`src/rtl/ct_pkg.sv`:
```
`timescale 1ns/1ps
// ct_pkg: shared register selection codes, control layout and word-index
// bases for the comparator timer. Assumes a 32-bit word-addressed map.
package ct_pkg;

    // Number of decoded register words; everything above reads as zero.
    localparam int NUM_REGS = 7;
    // Word index of the first counter word and the first compare word.
    localparam int CNT_BASE = 0;
    localparam int CMP_BASE = 4;
    // The 64-bit counter and compare value span this many bus words.
    localparam int NUM_WORDS = 2;

    typedef enum logic [2:0] {
        RG_CNT_LO  = 3'd0,
        RG_CNT_HI  = 3'd1,
        RG_CTRL    = 3'd2,
        RG_STAT    = 3'd3,
        RG_CMP_LO  = 3'd4,
        RG_CMP_HI  = 3'd5,
        RG_STEP    = 3'd6,
        RG_NONE    = 3'd7
    } reg_sel_e;

    // Packed so that run is bit 0 and auto_inc is bit 3 of the control word.
    typedef struct packed {
        logic auto_inc;
        logic irq_en;
        logic cmp_en;
        logic run;
    } ctrl_t;

endpackage

```
`src/rtl/ct_decode.sv`:
```
`timescale 1ns/1ps
// ct_decode: turns a byte address into a register select code.
// Assumes word-aligned access; the two lowest address bits are ignored.
// Word indices at or beyond NUM_REGS map to RG_NONE.
module ct_decode #(
    parameter int ADDR_W = 8
) (
    input  logic [ADDR_W-1:0]   addr,
    output ct_pkg::reg_sel_e    sel
);
    import ct_pkg::*;

    localparam int IDX_W = ADDR_W - 2;

    logic [IDX_W-1:0] idx;

    assign idx = addr[ADDR_W-1:2];

    // Select the addressed register, or none for reserved offsets.
    always_comb begin
        if (int'(idx) < NUM_REGS) begin
            sel = reg_sel_e'(idx[2:0]);
        end else begin
            sel = RG_NONE;
        end
    end

endmodule

```
`src/rtl/ct_counter.sv`:
```
`timescale 1ns/1ps
// ct_counter: free-running up-counter of NUM_WORDS bus words.
// Counts by one per clock while run is high. Word loads are accepted only
// while run is low; the caller supplies one write strobe per word.
module ct_counter #(
    parameter int WORD_W = 32
) (
    input  logic                                    clk,
    input  logic                                    rst_n,
    input  logic                                    run,
    input  logic [ct_pkg::NUM_WORDS-1:0]            wr_word,
    input  logic [WORD_W-1:0]                       wdata,
    output logic [ct_pkg::NUM_WORDS*WORD_W-1:0]     cnt
);
    import ct_pkg::*;

    localparam int CNT_W = NUM_WORDS * WORD_W;

    // Count while running, otherwise load any strobed words.
    always_ff @(posedge clk) begin
        if (!rst_n) begin
            cnt <= '0;
        end else if (run) begin
            cnt <= cnt + CNT_W'(1);
        end else begin
            for (int i = 0; i < NUM_WORDS; i++) begin
                if (wr_word[i]) begin
                    cnt[i*WORD_W +: WORD_W] <= wdata;
                end
            end
        end
    end

endmodule

```
`src/rtl/ct_compare.sv`:
```
`timescale 1ns/1ps
// ct_compare: greater-or-equal comparator with event flag and step reload.
// An event fires when the enabled match condition is true and was not
// already seen; a reload clears the seen state so a still-passed value fires
// again. Bus writes to the compare words take priority over a reload.
// On the flag, a new event wins over a clearing write on the same clock.
module ct_compare #(
    parameter int WORD_W = 32
) (
    input  logic                                    clk,
    input  logic                                    rst_n,
    input  logic [ct_pkg::NUM_WORDS*WORD_W-1:0]     cnt,
    input  logic                                    cmp_en,
    input  logic                                    auto_en,
    input  logic [ct_pkg::NUM_WORDS-1:0]            wr_word,
    input  logic                                    wr_step,
    input  logic [WORD_W-1:0]                       wdata,
    input  logic                                    clr_flag,
    output logic                                    flag,
    output logic [ct_pkg::NUM_WORDS*WORD_W-1:0]     cmp,
    output logic [WORD_W-1:0]                       step
);
    import ct_pkg::*;

    localparam int CNT_W = NUM_WORDS * WORD_W;

    logic match;
    logic seen_q;
    logic fire;
    logic reload;

    assign match  = cmp_en && (cnt >= cmp);
    assign fire   = match && !seen_q;
    assign reload = fire && auto_en && (wr_word == '0);

    // Remember that the current match has been reported, unless reloaded.
    always_ff @(posedge clk) begin
        if (!rst_n) begin
            seen_q <= 1'b0;
        end else begin
            seen_q <= match && !reload;
        end
    end

    // Hold the compare value: bus words first, then step reload.
    always_ff @(posedge clk) begin
        if (!rst_n) begin
            cmp <= '0;
        end else if (wr_word != '0) begin
            for (int i = 0; i < NUM_WORDS; i++) begin
                if (wr_word[i]) begin
                    cmp[i*WORD_W +: WORD_W] <= wdata;
                end
            end
        end else if (reload) begin
            cmp <= cmp + CNT_W'(step);
        end
    end

    // Hold the reload step written by software.
    always_ff @(posedge clk) begin
        if (!rst_n) begin
            step <= '0;
        end else if (wr_step) begin
            step <= wdata;
        end
    end

    // Event flag: set on a fresh event, cleared by a write of one.
    always_ff @(posedge clk) begin
        if (!rst_n) begin
            flag <= 1'b0;
        end else if (fire) begin
            flag <= 1'b1;
        end else if (clr_flag) begin
            flag <= 1'b0;
        end
    end

endmodule

```
`src/rtl/cmp_timer.sv`:
```
`timescale 1ns/1ps
// cmp_timer: memory-mapped 64-bit timer with greater-or-equal comparator,
// step reload and level interrupt. Read data is combinational from the
// address; writes take effect on the rising clock edge. The counter runs
// at the clock rate with no prescaler.
module cmp_timer #(
    parameter int ADDR_W = 8,
    parameter int WORD_W = 32
) (
    input  logic                clk,
    input  logic                rst_n,
    input  logic [ADDR_W-1:0]   bus_addr,
    input  logic                bus_we,
    input  logic [WORD_W-1:0]   bus_wdata,
    output logic [WORD_W-1:0]   bus_rdata,
    output logic                irq
);
    import ct_pkg::*;

    localparam int CNT_W  = NUM_WORDS * WORD_W;
    localparam int CTRL_W = $bits(ctrl_t);

    reg_sel_e               sel;
    ctrl_t                  ctrl_q;
    logic [CNT_W-1:0]       cnt_q;
    logic [CNT_W-1:0]       cmp_q;
    logic [WORD_W-1:0]      step_q;
    logic                   flag_q;
    logic [NUM_WORDS-1:0]   wr_cnt_word;
    logic [NUM_WORDS-1:0]   wr_cmp_word;
    logic                   wr_step;
    logic                   clr_flag;

    ct_decode #(.ADDR_W(ADDR_W)) u_decode (
        .addr   (bus_addr),
        .sel    (sel)
    );

    // One write strobe per word of the counter and of the compare value.
    for (genvar g = 0; g < NUM_WORDS; g++) begin : g_word_strobe
        assign wr_cnt_word[g] = bus_we && (sel == reg_sel_e'(3'(CNT_BASE + g)));
        assign wr_cmp_word[g] = bus_we && (sel == reg_sel_e'(3'(CMP_BASE + g)));
    end

    assign wr_step  = bus_we && (sel == RG_STEP);
    assign clr_flag = bus_we && (sel == RG_STAT) && bus_wdata[0];

    // Control register: keep the low control bits of a write.
    always_ff @(posedge clk) begin
        if (!rst_n) begin
            ctrl_q <= '0;
        end else if (bus_we && (sel == RG_CTRL)) begin
            ctrl_q <= ctrl_t'(bus_wdata[CTRL_W-1:0]);
        end
    end

    ct_counter #(.WORD_W(WORD_W)) u_counter (
        .clk     (clk),
        .rst_n   (rst_n),
        .run     (ctrl_q.run),
        .wr_word (wr_cnt_word),
        .wdata   (bus_wdata),
        .cnt     (cnt_q)
    );

    ct_compare #(.WORD_W(WORD_W)) u_compare (
        .clk      (clk),
        .rst_n    (rst_n),
        .cnt      (cnt_q),
        .cmp_en   (ctrl_q.cmp_en),
        .auto_en  (ctrl_q.auto_inc),
        .wr_word  (wr_cmp_word),
        .wr_step  (wr_step),
        .wdata    (bus_wdata),
        .clr_flag (clr_flag),
        .flag     (flag_q),
        .cmp      (cmp_q),
        .step     (step_q)
    );

    // Read mux: addressed register, zero for reserved offsets.
    always_comb begin
        case (sel)
            RG_CNT_LO: bus_rdata = cnt_q[WORD_W-1:0];
            RG_CNT_HI: bus_rdata = cnt_q[CNT_W-1:WORD_W];
            RG_CTRL:   bus_rdata = {(WORD_W-CTRL_W)'(0), ctrl_q};
            RG_STAT:   bus_rdata = {(WORD_W-1)'(0), flag_q};
            RG_CMP_LO: bus_rdata = cmp_q[WORD_W-1:0];
            RG_CMP_HI: bus_rdata = cmp_q[CNT_W-1:WORD_W];
            RG_STEP:   bus_rdata = step_q;
            default:   bus_rdata = '0;
        endcase
    end

    // Level interrupt gated by both enables.
    assign irq = flag_q && ctrl_q.irq_en && ctrl_q.cmp_en;

endmodule

```
`config.mk`:
```
export PLATFORM = sky130hd
export DESIGN_NAME = cmp_timer
export DESIGN_NICKNAME = d
export VERILOG_FILES = /design/src/rtl/ct_pkg.sv /design/src/rtl/ct_decode.sv /design/src/rtl/ct_counter.sv /design/src/rtl/ct_compare.sv /design/src/rtl/cmp_timer.sv
export SDC_FILE = /design/constraint.sdc
export NUM_CORES = 1
export LEC_CHECK = 0
export BUFFER_PORTS_ARGS = -buffer_cell sky130_fd_sc_hd__clkbuf_2
export CAP_MARGIN = 20
export CORE_MARGIN = 4
export CORE_UTILIZATION = 50
export CTS_CLUSTER_DIAMETER = 150
export DETAILED_ROUTE_END_ITERATION = 12
export PLACE_DENSITY = 0.64
export SKIP_CTS_REPAIR_TIMING = 1
export SLEW_MARGIN = 20
export SYNTH_ARGS = -nofsm -noshare
export SYNTH_HDL_FRONTEND = slang
export SYNTH_HIERARCHICAL = 1
export SYNTH_SLANG_ARGS = --single-unit
```
`constraint.sdc`:
```
create_clock -name clk -period 5.1 [get_ports clk]
set_input_delay 0.51 -clock clk [delete_from_list [all_inputs] [get_ports clk]]
set_output_delay 0.51 -clock clk [all_outputs]
set_load 0.05 [all_outputs]
```
Word-level counts from Yosys, hierarchy flattened
Index checks and enable logic that the tools add are counted.

cells by class
  multipliers = 0
  magnitude comparators = 2
  mux-type cells = 11
  bitwise logic cells = 0
  shift operators = 0
  equality and inequality tests = 8
  reductions and logical operators = 26
  add/subtract/negate cells = 2
  divide/modulo/power cells = 0

operator list
  operator                                               count
  case mux 32 bit (7 select lines)                       1
  two-way mux 64 bit                                     3
  two-way mux 32 bit                                     4
  adder 64 x 1 -> 64 bit, second input constant          1
  adder 64 x 32 -> 64 bit                                1
  greater-or-equal comparator 64 bit                     1
  logical AND 1 bit                                      15
  nonzero test 2 bit                                     5
  == test 3 bit, second input constant                   3
  == test 3 x 2 -> 1 bit, second input constant          2
  < comparator 6 x 3 -> 1 bit, second input constant     1
  inequality test 2 x 1 -> 1 bit, second input constant  2
  AND reduction 2 bit                                    2
  == test 3 x 1 -> 1 bit, second input constant          1
  logical NOT 3 bit                                      1
  two-way mux 3 bit                                      1
  logical NOT 1 bit                                      2
  logical NOT 2 bit                                      1
  two-way mux 1 bit                                      2

storage, ports and cells
  register bits after elaboration = 166
  bits in read-only memories = 0
  input port bits = 43
  word-level logic and storage cells = 60
  memories kept = 0
  RAM bits = 0
  latch bits = 0

Logic depth before layout (Yosys ltp)
Gate-level depths: netlist (run 1).

  depth in word-level cells = 8
  depth in mapped cells = 13

Cells and area by module
Netlist (run 1), hierarchy kept.

by module, submodules not included
  module      sequential area each (µm²)  times used  area each (µm²)  cells each
  ct_compare  1961.9                      1           8011.4           1064
  ct_counter  1281.2                      1           4083.9           540
  cmp_timer   80.1                        1           1783.0           233
  ct_decode   0.0                         1           22.5             3

Least setup slack after synthesis (run 1)
OpenSTA, ideal clock, no wires.

  path type = input-to-reg
  start = input bus_addr[6]
  end = register u_compare/cmp[18] (netlist name)
  stages = 12
  arrival = 3235 ps
  setup slack = 1774 ps
  buffers on the path = 6
  data required time = 5009 ps
  setup time = 91 ps
  cell sequence = or4_1 buf_6 buf_4 nand2b_1 nor2_1 clkbuf_1 or2_2 clkbuf_1 buf_1 clkbuf_1 nand2_1 a311oi_1

between the ends
  longest elaborated chain between the ends = 8
  elaborated cells on any way between the ends = 13
  classes of those cells = order compare (1); eq/ne (3); mux (2); reduce/logical (7)

RTL lines
  element                          RTL line          RTL
  start: declaration               cmp_timer.sv:12   input logic [ADDR_W-1:0] bus_addr,
  < comparator 6 x 3 -> 1 bit (*)  ct_decode.sv:21   if (int'(idx) < NUM_REGS) begin
  two-way mux 3 bit (*)            ct_decode.sv:21
  == test 3 bit (*)                cmp_timer.sv:42   assign wr_cmp_word[g] = bus_we && (sel == reg_sel_e'(3'(CMP_BASE + g)));
  logical AND 1 bit (*)            cmp_timer.sv:42
  via wr_cmp_word[0]               cmp_timer.sv:30   logic [NUM_WORDS-1:0] wr_cmp_word;
  logical NOT 2 bit                ct_compare.sv:34  assign reload = fire && auto_en && (wr_word == '0);
  logical AND 1 bit                ct_compare.sv:34
  nonzero test 2 bit (no line)     --
  AND reduction 2 bit (no line)    --
  end signal: indexed assignment   ct_compare.sv:52  cmp[i*WORD_W +: WORD_W] <= wdata;
  end signal: assignment           ct_compare.sv:56  cmp <= cmp + CNT_W'(step);
  end: declaration                 ct_compare.sv:20  output logic [ct_pkg::NUM_WORDS*WORD_W-1:0] cmp,

The timed path passes the listed nets; every way through them passes the cells marked *.
A chain may end at the register's enable or synchronous reset.

Final worst setup path (run 1)
  start = register u_compare/cmp[59] (netlist name)
  end = register u_compare/cmp[25] (netlist name)

between the ends
  longest elaborated chain between the ends = 7

RTL lines
  element                             RTL line          RTL
  greater-or-equal comparator 64 bit  ct_compare.sv:32  assign match = cmp_en && (cnt >= cmp);
  logical AND 1 bit                   ct_compare.sv:32
  logical AND 1 bit                   ct_compare.sv:33  assign fire = match && !seen_q;
  logical AND 1 bit (2 in series)     ct_compare.sv:34
  nonzero test 2 bit (no line)        --
  AND reduction 2 bit (no line)       --

No other way between the ends.

==> results.yml, run 1 <==
setup_path:
  reg2reg_depth: 12
  path_cells: "inv_1 > ha_1 > nand4_1 > nor4_1 > nand3_1 > o21bai_1 > o31ai_1 > a311o_1 > o21bai_4 > buf_4 > nor2_1 > a311oi_1"
  worstSetupStartpointType: "register"
  r2r-end: "u_compare/cmp[25]"
  worstSetupStartpoint: "u_compare/cmp[59]"
  critPathKind: "reg -> reg"
  ff2ff_setup_slack_ns: 0.93
  crit_slowest_cell: "o21bai_4"
  cp-endpoint: "u_compare/cmp[25]"
  r2r_start: "u_compare/cmp[59]"
  max_stage_delay_ns: 0.82
  required_ns: 5.46
  arrival_ns: 4.52
  crit_fanout: 43
  cp-end-kind: "register"
detailed_routing:
  met1_length_mm: 23.96
  drc_errors: 0
  firstDrtPassIters: 8
  maxUsedRoutingLayer: "met4"
  via_per_inst: 6.828
  finalWirelength_mm: 57.81
  vias: 15290
  met3_wirelength_mm: 6.163
  drtAntennaViolNets: 0
  drt-initial-drc-count: 2376
  wl_met2_mm: 25.30
  wl_per_cell_um: 25.81
final_layout:
  antenna_cells: 0
  nFillCells: 2693
  nets: 1996
  syn2layout_area_growth_pct: 8.857
  drive_above_1_share_pct: 10.49
  final_area_mm2: 0.01513
  fin_util_pct: 55.68
place:
  port-buffer-count: 73
  place_congestion: 1.047
  dp_hpwl_mm: 43.14
  place_area_mm2: 0.01453
synthesis:
  synthDistinctLibCells: 97
  netlist_instances: 1840
  yosysMostFrequentCell: "nor2_1"
  synthTopCellsByArea: "dfxtp_1, ha_1, mux2i_1"
  synthesis.area_mm2: 0.01390
  dominantRegCellSynth: "dfxtp_1"
  ys_seq_elements: 166
  async_flop_share_pct: 0
  yosys.area.top_type_share_pct: 23.91
  synthTopCellsByCount: "nor2_1, nand2_1, dfxtp_1"
  synth_top_area_cell: "dfxtp_1"
  avgSynthCellArea_um2: 7.555
  ys_seq_area_share_pct: 23.91
  synth_nets: 1981
  yosys_warnings: 6
  synth_edf_count: 0
sta:
  hold_viol_final: 0
  rsz0062_at_grt: "false"
  max_freq_mhz: 240.1
  fin_crit_ns: 4.166
  setup_tns_ns: 0
  timing.final.max_slew_violations: 0
  relSlewSlack_pct: 35.69
  min_period_over_period_pct: 81.68
  fin_worst_skew_ns: 0.01916
  worstMarginPinSlew_ns: 0.9621
  whs_ns: 0.4512
  setup_viol: 0
cts:
  cts.path.max_buffers: 2
  cts.sinks: 166
  numCtsBuffers: 17
  cts_tree: "built"
  clock_latency_ns: 0.45
  h-tree-depth: 4
  cts.clk_slew.worst_paths_ns: 0.09
  cts_root_buffer: "clkbuf_16"
global_routing:
  grt_pass1_vias: 14150
  overflow: 0
  grt_pass1_wl_mm: 86.52
  grt_usage_pct: 36.16
  antenna_found_initial: 1
  grt_max_degree: 73
floorplanning:
  core_mm2: 0.02718
  fp.dieH_um: 174.7
  rows: 60
  die_area_mm2: 0.03053
  initial_core_util_pct: 51.15
  dieWidth_um: 174.7
  io_pins: 76
min_path:
  hold_class: "in -> reg"
outcome:
  status: "finished, final reports clean"
power:
  power.density_mw_per_mm2: 197.4
  p_leak_nw: 5.774
  irDropWorstVdd_mv: 0.2350
run:
  maxCapViolCount: 0
==> worst max-delay path, delay by kind of cell (launching register included) <==
kind,cells,cell delay (ns)
buf+inv,2,0.53
simple gates,4,0.94
compound gates,5,1.81
flops,1,0.43
fa+ha+maj,1,0.34
==> power breakdown <==
group	internal, mW	switching (mW)	leakage (nW)	total (mW)
clock	0.665	0.712	0.294	1.38
sequential	1.31	0.0190	1.34	1.33
combinational	0.0829	0.199	4.14	0.282
==> how the worst min path moves through the flow <==
stage,startpoint,cells after the start,to
after CTS,bus_wdata[24],3,u_compare/step[24]
after global placement,u_compare/flag,2,u_compare/flag
after global routing,bus_wdata[4],3,u_counter/cnt[4]
after detailed placement,u_compare/flag,2,u_compare/flag
final,bus_wdata[24],3,u_compare/step[24]
after floorplan,u_compare/flag,2,u_compare/flag
==> metrics by stage <==
step                setup WS (ns)  power (mW)  std cells
finish                     0.9342       2.986       2240
global route               0.6890       3.052       2240
CTS                         1.079       2.971       2240
detailed placement          1.117       1.625       2208
global placement            1.153       1.623       2208
floorplan                   1.774       1.512       1840
==> cell type report <==
cell class              instances  area, um2  share of cell area (%)
flip-flops and latches        166       3324                   21.97
clock buffers                  17      425.4                   2.811
repair buffers                106      625.6                   4.134
well taps                     372      465.4                   3.076
multi-input cells            1470       9761                   64.50
clock inverters                15      177.7                   1.174
inverters                      94      352.8                   2.332
==> per-layer routing <==
| layer | track usage, % | vias to the layer above |
|---|---|---|
| met4 | 13.65 | 0 |
| met3 | 6.945 | 168 |
| li1 | - | 6899 |
| met2 | 56.50 | 983 |
| met1 | 49.60 | 7244 |
| met5 | 0 | - |
==> state kept, by name (all words and copies together) (netlist names) <==
signal,cells
u_compare/cmp,64
u_counter/cnt,64
u_compare/step,32
ctrl_q,4
u_compare/flag,1
u_compare/seen_q,1
==> placed cells by master, fill, tap and decap left out, types with 53 or more instances in the layout <==
master / instances
nor3_1: 61
nand3_1: 53
inv_1: 91
o21ai_0: 80
dfxtp_1: 165
mux2i_1: 81
ha_1: 97
nand2_1: 174
nor2_1: 186
a21oi_1: 140
clkbuf_2: 73
nand4_1: 64
==> kinds of logic (layout without fill, tap and decap cells) <==
kind of cell	after synthesis	in the layout	share of synthesized area, %
mux	106	106	7.966
flops	166	166	23.91
simple gates	716	716	26.08
buf+inv	204	232	6.184
fa+ha+maj	98	98	8.875
xor+xnor	29	29	1.827
compound gates	521	521	25.16
Note: power is estimated with default switching activity, not from simulation.
==> run 2: changes to the inputs <==
==> constraint.sdc (replaced) <==
create_clock -name clk -period 4.2 [get_ports clk]
set_input_delay 0.42 -clock clk [delete_from_list [all_inputs] [get_ports clk]]
set_output_delay 0.42 -clock clk [all_outputs]
set_load 0.05 [all_outputs]
==> results.yml, run 2 (same netlist as run 1, synthesis figures left out) <==
detailed_routing:
  vias: 15280
  drc_errors: 0
  drtAntennaViolNets: 0
  firstDrtPassIters: 6
  drt-initial-drc-count: 2030
  wl_per_cell_um: 25.27
  finalWirelength_mm: 57.29
  via_per_inst: 6.740
cts:
  cts.sinks: 166
  cts_root_buffer: "clkbuf_16"
  cts_tree: "built"
  clock_latency_ns: 0.44
  cts.path.max_buffers: 2
  cts.clk_slew.worst_paths_ns: 0.08
  numCtsBuffers: 17
  h-tree-depth: 4
sta:
  rsz0062_at_grt: "false"
  hold_viol_final: 0
  fin_worst_skew_ns: 0.01835
  min_period_over_period_pct: 92.41
  setup_viol: 0
  relSlewSlack_pct: 27.23
  layout_setup_ws_ns: 0.3190
  timing.final.max_slew_violations: 0
  max_freq_mhz: 257.7
  worstMarginPinSlew_ns: 1.089
  setup_tns_ns: 0
  fin_crit_ns: 3.881
power:
  irDropWorstVdd_mv: 0.2608
  power.density_mw_per_mm2: 236.0
  total_power_mw: 3.625
  p_leak_nw: 5.928
global_routing:
  grt_usage_pct: 35.96
  busiest_layer: "met2"
  grt_pass1_wl_mm: 85.70
  use_met2_pct: 56.34
  grt_pass1_vias: 14040
  grt_max_degree: 61
  overflow: 0
  antenna_found_initial: 0
  use_met3_pct: 6.837
  grt_util_met1_pct: 49.62
min_path:
  hold_class: "in -> reg"
setup_path:
  max_stage_delay_ns: 0.57
  cp-end-kind: "register"
  crit_slowest_cell: "a211oi_1"
  required_ns: 4.52
  path_cells: "ha_1 > inv_1 > fa_1 > nand2b_1 > a21oi_1 > o21ba_2 > o21ai_1 > and3b_1 > a211oi_1 > nand4_1 > or3_1 > a221o_1"
  worstSetupStartpointType: "register"
  crit_buf_inv: 1
  arrival_ns: 4.20
  crit_fanout: 7
  critPathKind: "reg -> reg"
  crit_family: "compound AO/OA/AOI/OAI gates"
floorplanning:
  fp.dieH_um: 174.7
  rows: 60
  die_area_mm2: 0.03053
  dieWidth_um: 174.7
  io_pins: 76
  initial_core_util_pct: 51.15
  core_mm2: 0.02718
final_layout:
  final_common_cell: "nor2_1"
  fin_util_pct: 56.52
  largestRegisters: "u_compare/cmp: 64 flops, u_counter/cnt: 64 flops, u_compare/step: 32 flops"
  nets: 2023
  final_cell_mix: "nor2_1, nand2_1, dfxtp_1, a21oi_1, ha_1"
  syn2layout_area_growth_pct: 10.49
  antenna_cells: 0
  nFillCells: 2685
  drive_above_1_share_pct: 11.82
place:
  port-buffer-count: 73
  place_congestion: 1.016
  place_ws_ns: 0.4500
  dp_hpwl_mm: 43.31
outcome:
  status: "finished, final reports clean"
run:
  maxCapViolCount: 0
-- run 2: cell types whose count changed in the layout (fill, tap and decap cells not counted), sizes merged --
cell / delta
buf: +27
clkinv: -3
clkbuf: +1
inv: +2
-- run 2: area by class of cell --
class / count / area [um2] / share of cell area, %
multi-input cells: 1470 / 9767 / 63.59
inverters: 94 / 352.8 / 2.297
clock buffers: 18 / 439.2 / 2.859
repair buffers: 133 / 840.8 / 5.474
clock inverters: 14 / 170.2 / 1.108
well taps: 372 / 465.4 / 3.030
flip-flops and latches: 166 / 3324 / 21.64
-- run 2: metal layers --
metal  vias to the layer above  share of wire, %  wire length [um]
met1                      7326                42             24250
li1                       6968                 -                 -
met4                         0               3.8              2167
met3                       130               9.8              5639
met5                         -                 0                 0
met2                       856                44             25230
-- run 2: path summary, 6_finish.rpt --
check | startpoint | to | slack (ns) | depth (start not counted)
setup / recovery | u_compare/step[0] | u_compare/cmp[62] | 0.32 | 12
hold / removal | bus_wdata[3] | u_counter/cnt[3] | 0.37 | 3
setup reg to reg | u_compare/step[0] | u_compare/cmp[62] | 0.32 | 12
hold reg to reg | u_compare/cmp[42] | u_compare/cmp[42] | 0.53 | 2
-- run 2: report_power, final --
group          total [mW]  switching [mW]  internal [mW]  leakage [nW]
Combinational       0.342           0.240          0.102          4.29
Clock                1.67           0.846          0.827         0.298
Sequential           1.61          0.0209           1.59          1.34
-- run 2: metrics by stage --
step	instances	hold WS, ns	cell area [um2]
floorplan	1840	0.4634	13900
global placement	2235	0.5081	14740
detailed placement	2235	0.4996	14750
CTS	2267	0.3439	15360
global route	2267	0.3657	15360
finish	2267	0.3708	15360
-- run 2: tightest hold or removal path: stages --
cell and delay [ns]:
clkbuf_2 0.19, a21oi_1 0.09, nor2_1 0.07
